--- src/rtl/tcap_pkg.sv ---
package tcap_pkg;
   localparam int unsigned CTL_W   = 16;
   localparam int unsigned SEL_W   = 5;
   localparam int unsigned B_CASC  = 8;
   localparam int unsigned B_MODE  = 7;
   localparam int unsigned B_STAT  = 6;
   localparam logic [SEL_W-1:0] SEL_RST = 5'b01101;

   typedef struct packed {
      logic             casc;
      logic             mode;
      logic             stat;
      logic [SEL_W-1:0] sel;
   } ctl_t;

   function automatic logic [CTL_W-1:0] ctl_pack(input ctl_t c);
      return {7'b0, c.casc, c.mode, c.stat, 1'b0, c.sel};
   endfunction
endpackage

--- src/rtl/tcap_sync.sv ---
module tcap_sync #(
   parameter int unsigned W      = 34,
   parameter int unsigned STAGES = 2
) (
   input  logic         clk,
   input  logic         rst_n,
   input  logic [W-1:0] din,
   output logic [W-1:0] rise
);
   generate
      if (STAGES < 2) begin : g_bad
         $error("tcap_sync: STAGES must be at least 2");
      end
   endgenerate

   logic [W-1:0] stg [STAGES+1];

   always_ff @(posedge clk or negedge rst_n) begin
      if (!rst_n) begin
         for (int i = 0; i <= STAGES; i++) stg[i] <= '0;
      end else begin
         stg[0] <= din;
         for (int i = 1; i <= STAGES; i++) stg[i] <= stg[i-1];
      end
   end

   assign rise = stg[STAGES-1] & ~stg[STAGES];
endmodule

--- src/rtl/tcap_chan.sv ---
module tcap_chan
   import tcap_pkg::*;
#(
   parameter int unsigned CW        = 16,
   parameter int unsigned NSRC      = 32,
   parameter int unsigned OWN_SEL   = 1,
   parameter int unsigned TONLY_SEL = 31
) (
   input  logic             clk,
   input  logic             rst_n,
   input  logic             we,
   input  logic [CTL_W-1:0] wdata,
   input  logic [NSRC-1:0]  src_rise,
   input  logic             cap_fire,
   input  logic             slave,
   input  logic             inc_i,
   input  logic             clr_i,
   output logic [CTL_W-1:0] ctl_rd,
   output logic             inc_o,
   output logic             clr_o,
   output logic             carry_o,
   output logic [CW-1:0]    cnt_o,
   output logic [CW-1:0]    cap_o
);
   localparam logic [CW-1:0]    ONE    = CW'(1);
   localparam logic [SEL_W-1:0] OWN_C  = SEL_W'(OWN_SEL);
   localparam logic [SEL_W-1:0] TONL_C = SEL_W'(TONLY_SEL);

   generate
      if (CW < 2) begin : g_bad_cw
         $error("tcap_chan: CW must be at least 2");
      end
      if (OWN_SEL >= 32 || TONLY_SEL >= 32) begin : g_bad_sel
         $error("tcap_chan: select codes must fit in 5 bits");
      end
   endgenerate

   ctl_t          ctl;
   logic [31:0]   rise_pad;
   logic          ev, own_clr, clr, inc;
   logic [CW-1:0] cnt, cap;
   logic          unused_wbits;

   assign unused_wbits = ^{wdata[15:9], wdata[5]};
   assign rise_pad     = 32'(src_rise);

   always_comb begin
      ev = rise_pad[ctl.sel];
      if (ctl.sel == OWN_C) ev = 1'b0;
      if (!ctl.mode && ctl.sel == TONL_C) ev = 1'b0;
   end

   always_ff @(posedge clk or negedge rst_n) begin
      if (!rst_n) begin
         ctl <= '{casc: 1'b0, mode: 1'b0, stat: 1'b0, sel: SEL_RST};
      end else if (we) begin
         ctl <= '{casc: wdata[B_CASC], mode: wdata[B_MODE],
                  stat: wdata[B_STAT], sel: wdata[SEL_W-1:0]};
      end else if (ctl.mode && ev) begin
         ctl.stat <= 1'b1;
      end
   end

   assign own_clr = ctl.mode ? !ctl.stat : ev;
   assign clr     = slave ? clr_i : own_clr;
   assign inc     = slave ? inc_i : !own_clr;

   always_ff @(posedge clk or negedge rst_n) begin
      if (!rst_n)   cnt <= '0;
      else if (clr) cnt <= '0;
      else if (inc) cnt <= cnt + ONE;
   end

   always_ff @(posedge clk or negedge rst_n) begin
      if (!rst_n)        cap <= '0;
      else if (cap_fire) cap <= cnt;
   end

   assign ctl_rd  = ctl_pack(ctl);
   assign inc_o   = !own_clr;
   assign clr_o   = own_clr;
   assign carry_o = &cnt;
   assign cnt_o   = cnt;
   assign cap_o   = cap;

   p_hold_r3: assert property (@(posedge clk) disable iff (!rst_n)
      (!slave && ctl.mode && !ctl.stat) |=> (cnt == '0));

   p_hwset_r4: assert property (@(posedge clk) disable iff (!rst_n)
      (!we && ctl.mode && rise_pad[ctl.sel] && ctl.sel != OWN_C) |=> ctl.stat);

   p_run_r5: assert property (@(posedge clk) disable iff (!rst_n)
      (!slave && ctl.mode && ctl.stat) |=> (cnt == $past(cnt) + ONE));

   p_syncclr_r6: assert property (@(posedge clk) disable iff (!rst_n)
      (!slave && !ctl.mode && rise_pad[ctl.sel] && ctl.sel != OWN_C
       && ctl.sel != TONL_C) |=> (cnt == '0));

   p_own_r8: assert property (@(posedge clk) disable iff (!rst_n)
      (!slave && !ctl.mode && ctl.sel == OWN_C) |=> (cnt == $past(cnt) + ONE));

   p_tonly_r9: assert property (@(posedge clk) disable iff (!rst_n)
      (!slave && !ctl.mode && ctl.sel == TONL_C) |=> (cnt == $past(cnt) + ONE));

   p_cap_r11: assert property (@(posedge clk) disable iff (!rst_n)
      cap_fire |=> (cap == $past(cnt)));
endmodule

--- src/rtl/tcap_pair.sv ---
module tcap_pair
   import tcap_pkg::*;
#(
   parameter int unsigned CW        = 16,
   parameter int unsigned NSRC      = 32,
   parameter int unsigned OWN_SEL_E = 1,
   parameter int unsigned OWN_SEL_O = 2,
   parameter int unsigned TONLY_SEL = 31
) (
   input  logic              clk,
   input  logic              rst_n,
   input  logic [NSRC-1:0]   src_in,
   input  logic [1:0]        cap_in,
   input  logic [1:0]        ctl_we,
   input  logic [CTL_W-1:0]  ctl_wdata,
   output logic [2*CTL_W-1:0] ctl_rdata,
   output logic [2*CW-1:0]   tmr_q,
   output logic [2*CW-1:0]   cap_q
);
   localparam int unsigned SW  = NSRC + 2;
   localparam logic [CW-1:0] ONE = CW'(1);

   generate
      if (NSRC < 1 || NSRC > 32) begin : g_bad_nsrc
         $error("tcap_pair: NSRC must be 1..32");
      end
   endgenerate

   logic [SW-1:0]    rise_all;
   logic [NSRC-1:0]  src_rise;
   logic [1:0]       cap_rise;
   logic [CTL_W-1:0] ctl [2];
   logic [CW-1:0]    cnt [2];
   logic [CW-1:0]    cap [2];
   logic [1:0]       inc, clr, carry;
   logic             casc_on;
   logic             unused_odd;

   tcap_sync #(.W(SW), .STAGES(2)) u_sync (
      .clk  (clk),
      .rst_n(rst_n),
      .din  ({cap_in, src_in}),
      .rise (rise_all)
   );

   assign src_rise   = rise_all[NSRC-1:0];
   assign cap_rise   = rise_all[SW-1:NSRC];
   assign casc_on    = ctl[0][B_CASC] & ctl[1][B_CASC];
   assign unused_odd = carry[1] ^ inc[1] ^ clr[1];

   for (genvar g = 0; g < 2; g++) begin : g_ch
      localparam int unsigned OWN = (g == 0) ? OWN_SEL_E : OWN_SEL_O;
      logic slave, inc_in, clr_in, fire;
      if (g == 0) begin : g_even
         assign slave  = 1'b0;
         assign inc_in = 1'b0;
         assign clr_in = 1'b0;
         assign fire   = cap_rise[0];
      end else begin : g_odd
         assign slave  = casc_on;
         assign inc_in = inc[0] & carry[0];
         assign clr_in = clr[0];
         assign fire   = casc_on ? cap_rise[0] : cap_rise[1];
      end

      tcap_chan #(
         .CW(CW), .NSRC(NSRC), .OWN_SEL(OWN), .TONLY_SEL(TONLY_SEL)
      ) u_ch (
         .clk     (clk),
         .rst_n   (rst_n),
         .we      (ctl_we[g]),
         .wdata   (ctl_wdata),
         .src_rise(src_rise),
         .cap_fire(fire),
         .slave   (slave),
         .inc_i   (inc_in),
         .clr_i   (clr_in),
         .ctl_rd  (ctl[g]),
         .inc_o   (inc[g]),
         .clr_o   (clr[g]),
         .carry_o (carry[g]),
         .cnt_o   (cnt[g]),
         .cap_o   (cap[g])
      );

      assign ctl_rdata[g*CTL_W +: CTL_W] = ctl[g];
      assign tmr_q[g*CW +: CW]           = cnt[g];
      assign cap_q[g*CW +: CW]           = cap[g];
   end

   p_carry_r10: assert property (@(posedge clk) disable iff (!rst_n)
      (casc_on && inc[0] && carry[0]) |=> (cnt[1] == $past(cnt[1]) + ONE));

   p_hold_hi_r10: assert property (@(posedge clk) disable iff (!rst_n)
      (casc_on && inc[0] && !carry[0]) |=> $stable(cnt[1]));

   p_clr_hi_r10: assert property (@(posedge clk) disable iff (!rst_n)
      (casc_on && clr[0]) |=> (cnt[1] == '0));
endmodule

--- config.mk ---
export PLATFORM = sky130hd
export DESIGN_NAME = tcap_pair
export DESIGN_NICKNAME = d
export VERILOG_FILES = /design/src/rtl/tcap_pkg.sv /design/src/rtl/tcap_sync.sv /design/src/rtl/tcap_chan.sv /design/src/rtl/tcap_pair.sv
export SDC_FILE = /design/constraint.sdc
export NUM_CORES = 1
export LEC_CHECK = 0
export BUFFER_PORTS_ARGS = -buffer_cell sky130_fd_sc_hd__buf_2
export CAP_MARGIN = 20
export CORE_MARGIN = 2
export CORE_UTILIZATION = 53
export CTS_CLUSTER_DIAMETER = 200
export DETAILED_ROUTE_END_ITERATION = 10
export PLACE_DENSITY = 0.78
export SYNTH_ARGS = -nofsm -noshare
export SYNTH_HDL_FRONTEND = slang
export SYNTH_SLANG_ARGS = --single-unit
export TNS_END_PERCENT = 10
--- constraint.sdc ---
create_clock -name clk -period 3.9 [get_ports clk]
set_input_delay 0.195 -clock clk [delete_from_list [all_inputs] [get_ports clk]]
set_output_delay 0.195 -clock clk [all_outputs]
set_load 0.02 [all_outputs]
==> results of run 1 <==
## area by class of cell
class	instances	area [sq um]
clock inverters	12	141
fillers	934	4050
inverters	12	45.0
repair buffers	169	1060
multi-input cells	304	2200
clock buffers	20	447
flip-flops and latches	182	4560
well taps	172	215
## worst paths after layout
path / from / to / slack, ns / depth (start not counted)
worst max-delay path: g_ch[0].u_ch.ctl_rd[0] / g_ch[1].u_ch.cnt_o[10] / 0.69 / 9
worst min-delay path: ctl_wdata[2] / g_ch[0].u_ch.ctl_rd[2] / 0.01 / 3
worst max register to register: g_ch[0].u_ch.ctl_rd[0] / g_ch[1].u_ch.cnt_o[10] / 0.69 / 9
worst min register to register: u_sync.stg[100] / u_sync.stg[66] / 0.35 / 0
max in group asynchronous: rst_n / g_ch[0].u_ch.ctl_rd[0] / 2.36 / 3
min in group asynchronous: rst_n / u_sync.stg[91] / 0.44 / 2
## timing repair
action	in CTS	in global routing
hold endpoints to repair	146	0
gates resized for setup	0	0
hold buffers	39	0
## cells by family (layout without fill, tap and decap cells)
kind of cell             Yosys count  in the layout  synth area share [%]
AND/OR/NAND/NOR                  143            143                  12.0
multiplexers                      49             49                  8.55
XOR/XNOR                          18             18                  2.26
other                              1             16                0.0538
AO/OA/AOI/OAI                     76             76                  7.61
buffers and inverters             49            213                  3.70
adder cells (fa/ha/maj)            2              2                 0.359
flip-flops                       182            182                  65.5
## cells in the final DEF, fill, tap and decap left out, drive strengths merged, types with 12 or more instances in the layout
master and count:
dfrtp 176, conb 16, nor2 29, mux2 44, nand3 15, and3 12
clkbuf 20, a21oi 16, inv 18, buf 130, o21ai 14, dlygate4sd3 39
nand2 18
## layer usage
layer,global-route usage [%],vias up
li1,-,2146
met1,29.5,2289
met2,34.8,170
met3,5.45,26
met4,8.93,0
met5,0,-
## sequential cells by signal, indices dropped and copies added, names as in the netlist
register and flops:
g_ch.u_ch.cap_o 32, g_ch.u_ch.ctl_rd 16, u_sync.stg 102, g_ch.u_ch.cnt_o 32
## where the power goes
group          internal (mW)  switching (mW)
Sequential              2.01           0.133
Combinational          0.223           0.314
Clock                  0.973           0.737
## per-stage QoR
| stage | utilization [%] | power (mW) |
|---|---|---|
| detailed placement | 60.5 | 2.68 |
| global route | 68.2 | 4.58 |
| finish | 68.2 | 4.39 |
| floorplan | - | 2.47 |
| CTS | 68.2 | 4.42 |
| global placement | 60.5 | 2.65 |
## worst max-delay path: cells and delay by family (launching register included)
family / cells / cell delay [ns]
AOI/OAI and AO/OA: 3 / 0.46
buffers and inverters: 2 / 0.45
DFF: 1 / 0.77
muxes: 1 / 0.49
and+or+nand+nor: 3 / 0.90
==> results.cfg, run 1 <==
[status]
outcome = complete, no violations

[synth]
yosysTopAreaCell = dfrtp_1
synth_edf_count = 0
ys_types = 62
yosysWarningCount = 0
synth_most_common_cell = dfrtp_1
syn_inst = 520
synth_top_cell_area_share_pct = 63.2
synth_common_cells = dfrtp_1 (176), mux2_2 (44), nor2_1 (29), nand2_1 (18), buf_4 (17)
synth-seq-cells = 182
synth-seq-area-share_pct = 65.5
avgSynthCellArea_sq_um = 13.4
synth_area_leaders = dfrtp_1 (63%), mux2_2 (7.1%), dfstp_2 (2.3%), buf_4 (1.8%), nor2_1 (1.6%)
synthArstFlopShare_pct = 100
syn_area_sq_mm = 0.00697
ys.flop_type = dfrtp_1

[cts]
post_cts_buffers = 0
cts_buffer_depth = 2
numCtsBuffers = 17
cts_root_buf = clkbuf_16
clock_sinks = 182
clkSlewWorstSetupHoldPaths_ns = 0.07
cts_tree = yes
htree_levels = 4
clock_latency_ns = 0.43

[pwr]
ir_worst_vdd_mv = 0.640
power.leakage_nw = 4.18
cellPowerDensity_mw_per_mm2 = 507

[job]
cap_violations = 0

[sta]
tns_ns = 0
fin_crit_sh_pct = 82.3
whs_ns = 0.0144
period_minus_slack_ns = 3.21
finalSetupViolations = 0
clock.fmax_mhz = 312
hold_viol = 0
fin_ws_ns = 0.691
rsz0062_at_grt = false
slew_headroom_pct = 36.2
drv_slew = 0
tightest_slew_ns = 0.957
skew_ns = 0.00873

[floorplan]
die_w_um = 119
start_util_pct = 54.8
fp.coreArea_sq_mm = 0.0127
fp.dieH_um = 119
io_pins = 150
die-area_sq_mm = 0.0141
core.rowCount = 41

[route]
via_per_inst = 5.32
detail_route.iter0.violations = 331
met3_length_um = 810
vias = 4631
topRoutingLayerUsed = met4
remaining_drc_errors = 0
post_drt_wl_per_cell_um = 16.7
met2_length_um = 7100
wl_um = 14600
postRouteAntennaNets = 0
wl_met1_um = 6320
first_pass_iters = 4

[global_routing]
overflow = 0
grt_pass1_vias = 4748
gr-usage-all-layers_pct = 22.0
grt_max_degree = 110
antenna_found_initial = 0
grt_pass1_wl_um = 24200

[critical_path]
crit_required_ns = 4.19
slowest_stage = dfstp_2
cp.arrival_ns = 3.50
crit_path_end_kind = register
worst_setup_path_start_kind = register
worstPathCellList = inv_1 > mux4_2 > o221ai_2 > a311o_1 > nand3_2 > buf_4 > nor3_4 > or4b_1 > a21oi_1
critPathMaxStageDelay_ns = 0.77
cp_max_fo = 22
crit_type = register to register

[placed_design]
hpwl_um = 9640
placed_cells = 800
place_area_sq_mm = 0.00770
gp_congestion = 0.879
portBuffers = 125
preCtsSetupSlack_ns = 0.764

[finish]
stdcell_area_sq_mm = 0.00867
diodes = 0
final_cells = 871
nets = 742
drive_gt1_share_pct = 31.8
area_growth_pct = 24.5

[worst_hold_path]
hp-class = input port to register
Power figures use the tool's default switching activity.
==> run 2: changes to the inputs <==
Settings changed: ABC_AREA set to 1.
Clock period 3.9 ns to 3 ns, I/O delays scaled along.
==> results.cfg, run 2 <==
[worst_hold_path]
hp-class = input port to register
holdPathStages = 3

[pwr]
power.leakage_nw = 4.53
sequentialPowerShare_pct = 48.1
cellPowerDensity_mw_per_mm2 = 649
p_sw_mw = 1.69
ir_worst_vdd_mv = 0.430
p_comb_share_pct = 14.7
finalPower_mw = 5.81
power.internal_mw = 4.12
sw_frac_of_total_pct = 29.1
power_frac_clock_pct = 37.1

[floorplan]
die-area_sq_mm = 0.0145
die_w_um = 121
start_util_pct = 54.4
core.rowCount = 42
fp.dieH_um = 121
fp.coreArea_sq_mm = 0.0132
io_pins = 150

[cts]
htree_levels = 4
clkSlewWorstSetupHoldPaths_ns = 0.07
cts_buffer_depth = 2
cts_root_buf = clkbuf_16
clock_latency_ns = 0.43
clock_sinks = 182
cts_tree = yes
post_cts_buffers = 0
numCtsBuffers = 17

[global_routing]
grt_max_degree = 82
gr-usage-all-layers_pct = 23.1
antenna_found_initial = 0
overflow = 0
grt_pass1_vias = 5334
grt_pass1_wl_um = 26000

[sta]
period_minus_slack_ns = 2.39
tightest_slew_ns = 0.698
rsz0062_at_grt = false
hold_viol = 0
drv_slew = 0
fin_crit_sh_pct = 79.7
finalSetupViolations = 0
fin_ws_ns = 0.608
slew_headroom_pct = 53.5
skew_ns = 0.0148
clock.fmax_mhz = 418
tns_ns = 0

[synth]
ys.flop_type = dfrtp_1
syn_area_sq_mm = 0.00720
yosysWarningCount = 0
synth_top_cell_area_share_pct = 61.2
synth_edf_count = 0
syn_inst = 728
synth-seq-area-share_pct = 63.3
synth_most_common_cell = dfrtp_1
avgSynthCellArea_sq_um = 9.89
ys_types = 37
synth_area_leaders = dfrtp_1 (61%), nand2_1 (7.5%), nand3_1 (5.1%), inv_1 (4.0%), nor2_1 (3.2%)
synth-seq-cells = 182
synthArstFlopShare_pct = 100
synth_common_cells = dfrtp_1 (176), nand2_1 (144), inv_1 (77), nand3_1 (74), nor2_1 (61)
yosysTopAreaCell = dfrtp_1

[route]
remaining_drc_errors = 0
detail_route.iter0.violations = 566
wl_um = 16100
post_drt_wl_per_cell_um = 14.8
first_pass_iters = 5
vias = 5575
postRouteAntennaNets = 0
via_per_inst = 5.11

[critical_path]
r2r_cells = 13
worst_setup_path_start_kind = register
cp_max_fo = 23
slowest_stage = dfrtp_1
crit_path_end_kind = register
reg2reg_to = g_ch[0].u_ch.cnt_o[3]
r2r_start = g_ch[0].u_ch.ctl_rd[1]
critPathLaunch = g_ch[0].u_ch.ctl_rd[1]
crit_required_ns = 3.36
worstPathCellList = nor2_2 > nand2_1 > nand2_1 > nor2_1 > o21ai_1 > nand3_1 > nand2_1 > nand2_2 > nand2_4 > nand2_4 > inv_2 > o21ai_0 > a21oi_1
worst-r2r-setup-slack_ns = 0.61
crit_path_frequent_cell = nand2_1
cp.arrival_ns = 2.75
crit_type = register to register
crit_path_end = g_ch[0].u_ch.cnt_o[3]
critPathMaxStageDelay_ns = 0.56

[job]
cap_violations = 0

[finish]
layout_commonest_cell = dfrtp_1
area_growth_pct = 24.3
drive_gt1_share_pct = 21.1
diodes = 0
top_register = u_sync.stg
final_cell_mix = dfrtp_1 (176), nand2_1 (144), buf_2 (124)
largest_reg_flops = 102
nets = 959

[placed_design]
hpwl_um = 10700
portBuffers = 125
preCtsSetupSlack_ns = 0.593
gp_congestion = 0.904

[status]
outcome = complete, no violations
## run 2: cell count changes after synthesis, sizes merged, moves of 12 or more
cell / previous run / this run
nand4: 3 / 21
and3: 12 / 0
o21ai: 14 / 38
inv: 12 / 82
nand3: 15 / 76
a21oi: 16 / 30
mux2: 44 / 6
nor2: 29 / 64
nand2: 18 / 149
## run 2: worst max-delay path, delay by kind of cell, from the launching register on
family                 cells  cell delay [ns]
AND/OR/NAND/NOR            9             1.04
AO/OA/AOI/OAI              3             0.37
buffers and inverters      1             0.34
flip-flops                 1             0.56
## run 2: metrics by stage
stage          instances  utilization (%)  cell area, sq um  hold slack [ns]
3_3_place_gp        1018             60.0              7950            0.220
3_5_place_dp        1018             60.0              7950            0.224
6_report            1092             67.6              8950           0.0319
4_1_cts             1092             67.6              8950           0.0162
2_1_floorplan        743                -              7260           -0.146
5_1_grt             1092             67.6              8950           0.0261
## run 2: area by class of cell
type / count / area [sq um]
fillers: 1025 / 4290
clock buffers: 18 / 439
inverters: 85 / 319
flip-flops and latches: 182 / 4560
well taps: 176 / 220
multi-input cells: 445 / 2170
clock inverters: 14 / 141
repair buffers: 172 / 1100
## run 2: kinds of logic after synthesis
| group | synth area share (%) |
|---|---|
| AND/OR/NAND/NOR | 21.0 |
| flip-flops | 63.3 |
| buffers and inverters | 7.35 |
| AO/OA/AOI/OAI | 5.39 |
| XOR/XNOR | 1.58 |
| multiplexers | 0.938 |
| adder cells (fa/ha/maj) | 0.347 |
| other | 0.0521 |
## run 2: timing repair
action,4_1_cts,5_1_grt
endpoints found under the hold margin,126,0
hold buffers,42,0
resized for setup,0,0
## run 2: how the worst min path moves through the flow
stage / start / end
3_3_place_gp: rst_n / u_sync.stg[92]
2_1_floorplan: rst_n / g_ch[0].u_ch.cap_o[0]
4_1_cts: ctl_wdata[6] / g_ch[0].u_ch.ctl_rd[6]
5_1_grt: ctl_wdata[6] / g_ch[0].u_ch.ctl_rd[6]
3_5_place_dp: rst_n / u_sync.stg[97]
6_report: ctl_wdata[6] / g_ch[1].u_ch.ctl_rd[6]
## run 2: power groups by stage
stage / sequential (mW) / clock [mW] / combinational [mW]
2_1_floorplan: 2.94 / 0 / 0.413
3_3_place_gp: 2.83 / 0 / 0.800
3_5_place_dp: 2.84 / 0 / 0.812
4_1_cts: 2.79 / 2.20 / 0.858
5_1_grt: 2.82 / 2.29 / 0.948
6_report: 2.79 / 2.16 / 0.855
## run 2: routing by layer
metal  vias to the layer above  global-route usage [%]  routed length, um  share of wire (%)
met3                        41                    3.68                969                6.0
met4                         0                    10.8                441                2.7
met1                      2610                    30.9               6910                 43
met2                       252                    37.3               7790                 48
met5                         -                       0                  0                  0
li1                       2672                       -                  -                  -
==> run 3: changes to the inputs <==
Settings changed: ABC_AREA 1 to 0.
Clock period 3 ns to 2.48 ns, I/O delays scaled along.
==> results.cfg, run 3 (synthesis gave the netlist of run 1 again) <==
[pwr]
ir_worst_vdd_mv = 0.517
cellPowerDensity_mw_per_mm2 = 743
power.internal_mw = 4.95
sw_frac_of_total_pct = 27.4
power_frac_clock_pct = 35.5
sequentialPowerShare_pct = 48.6
p_comb_share_pct = 15.9
p_sw_mw = 1.87
power.leakage_nw = 4.42

[sta]
fin_crit_sh_pct = 105
finalSetupViolations = 16
skew_ns = 0.00734
fin_ws_ns = -0.135
clock.fmax_mhz = 382
hold_viol = 0
rsz0062_at_grt = true
tightest_slew_ns = 0.625
slew_headroom_pct = 58.4
period_minus_slack_ns = 2.61
drv_slew = 0

[critical_path]
crit_type = register to register
worst_setup_path_start_kind = register
cp.arrival_ns = 2.99
crit_path_end_kind = register
r2r_cells = 11
cp_max_fo = 18
crit_required_ns = 2.85

[cts]
cts_buffer_depth = 2
numCtsBuffers = 17
cts_root_buf = clkbuf_16
clkSlewWorstSetupHoldPaths_ns = 0.06
htree_levels = 4
cts_tree = yes
clock_sinks = 182
clock_latency_ns = 0.43

[floorplan]
start_util_pct = 54.8
core.rowCount = 41
io_pins = 150
die-area_sq_mm = 0.0141
die_w_um = 119
fp.dieH_um = 119
fp.coreArea_sq_mm = 0.0127

[placed_design]
portBuffers = 125
preCtsSetupSlack_ns = -0.203
gp_congestion = 0.888
placed_cells = 833
hpwl_um = 10000

[finish]
multi_input_area_sq_mm = 0.00232
final_cells = 916
top_register = u_sync.stg
nets = 788
fillerInstances = 873
diodes = 0
final_cell_mix = dfrtp_1 (175), buf_2 (124), mux2_2 (44)
area_growth_pct = 31.7
layout_commonest_cell = dfrtp_1
drive_gt1_share_pct = 38.3
largest_reg_flops = 102
finish.utilization_pct = 72.1
register_area_sq_mm = 0.00456

[global_routing]
antenna_found_initial = 0
overflow = 0
gr-usage-all-layers_pct = 22.4
grt_max_degree = 69
grt_pass1_vias = 4953
grt_pass1_wl_um = 24700

[status]
outcome = complete, but fails checks
violations = setup timing

[job]
cap_violations = 0

[worst_hold_path]
holdPathStages = 3
hp-class = input port to register

[route]
postRouteAntennaNets = 0
post_drt_wl_per_cell_um = 16.4
wl_um = 15000
first_pass_iters = 4
vias = 4816
remaining_drc_errors = 0
via_per_inst = 5.26
detail_route.iter0.violations = 285
## run 3: metrics by stage
step                total power [mW]   TNS, ns  hold WS (ns)  instance area [sq um]
detailed placement              4.33     -2.06         0.157                   8020
global placement                4.29     -1.02         0.146                   8020
finish                          6.82     -1.18        0.0456                   9170
floorplan                       3.90  -0.00932        -0.172                   7050
global route                    7.11     -2.93        0.0613                   9170
CTS                             6.83    -0.614        0.0366                   9050
## run 3: final timing paths
kind                       slack, ns                     end                    from
setup / recovery               -0.13   g_ch[1].u_ch.cnt_o[0]  g_ch[0].u_ch.ctl_rd[0]
hold / removal                  0.05  g_ch[0].u_ch.ctl_rd[2]               ctl_we[0]
setup reg to reg               -0.13   g_ch[1].u_ch.cnt_o[0]  g_ch[0].u_ch.ctl_rd[0]
hold reg to reg                 0.35          u_sync.stg[50]          u_sync.stg[84]
max in group asynchronous       1.48  g_ch[1].u_ch.ctl_rd[2]                   rst_n
min in group asynchronous       0.25          u_sync.stg[91]                   rst_n
## run 3: metal layers
layer  up-vias  part of all wire (%)  global-route usage (%)
li1       2231                     -                       -
met1      2417                    43                    28.7
met2       145                    51                    37.0
met3        23                   4.4                    5.45
met4         0                   1.8                    8.48
met5         -                     0                       0
## run 3: power groups by stage
stage                     Combinational (mW)  Clock, mW  Sequential (mW)
final                                   1.08       2.42             3.32
after CTS                               1.05       2.47             3.31
after detailed placement               0.961          0             3.36
after global placement                 0.943          0             3.35
after floorplan                        0.432          0             3.47
after global routing                    1.17       2.61             3.33
## run 3: cell type report
cell class,instances,share of cell area [%]
flip-flops and latches,182,49.7
multi-input cells,304,25.3
inverters,12,0.491
clock inverters,12,1.04
well taps,172,2.35
repair buffers,215,16.4
clock buffers,19,4.72
## run 3: critical path, cell delays in order (launching register included)
cell,delay [ns]
dfstp_2,0.61
buf_12,0.17
nor3b_1,0.07
a2111oi_1,0.48
a211oi_2,0.09
nand4b_1,0.16
nand3_4,0.13
buf_4,0.16
nor2_1,0.23
buf_4,0.19
a21o_1,0.13
mux2_2,0.15
## run 3: what timing repair did
item	in CTS	in global routing
gates cloned	0	1
setup endpoints to repair	14	16
hold endpoints to repair	113	0
hold buffers	43	0
pin swaps	7	20
resized for setup	9	27
buffers inserted	4	5
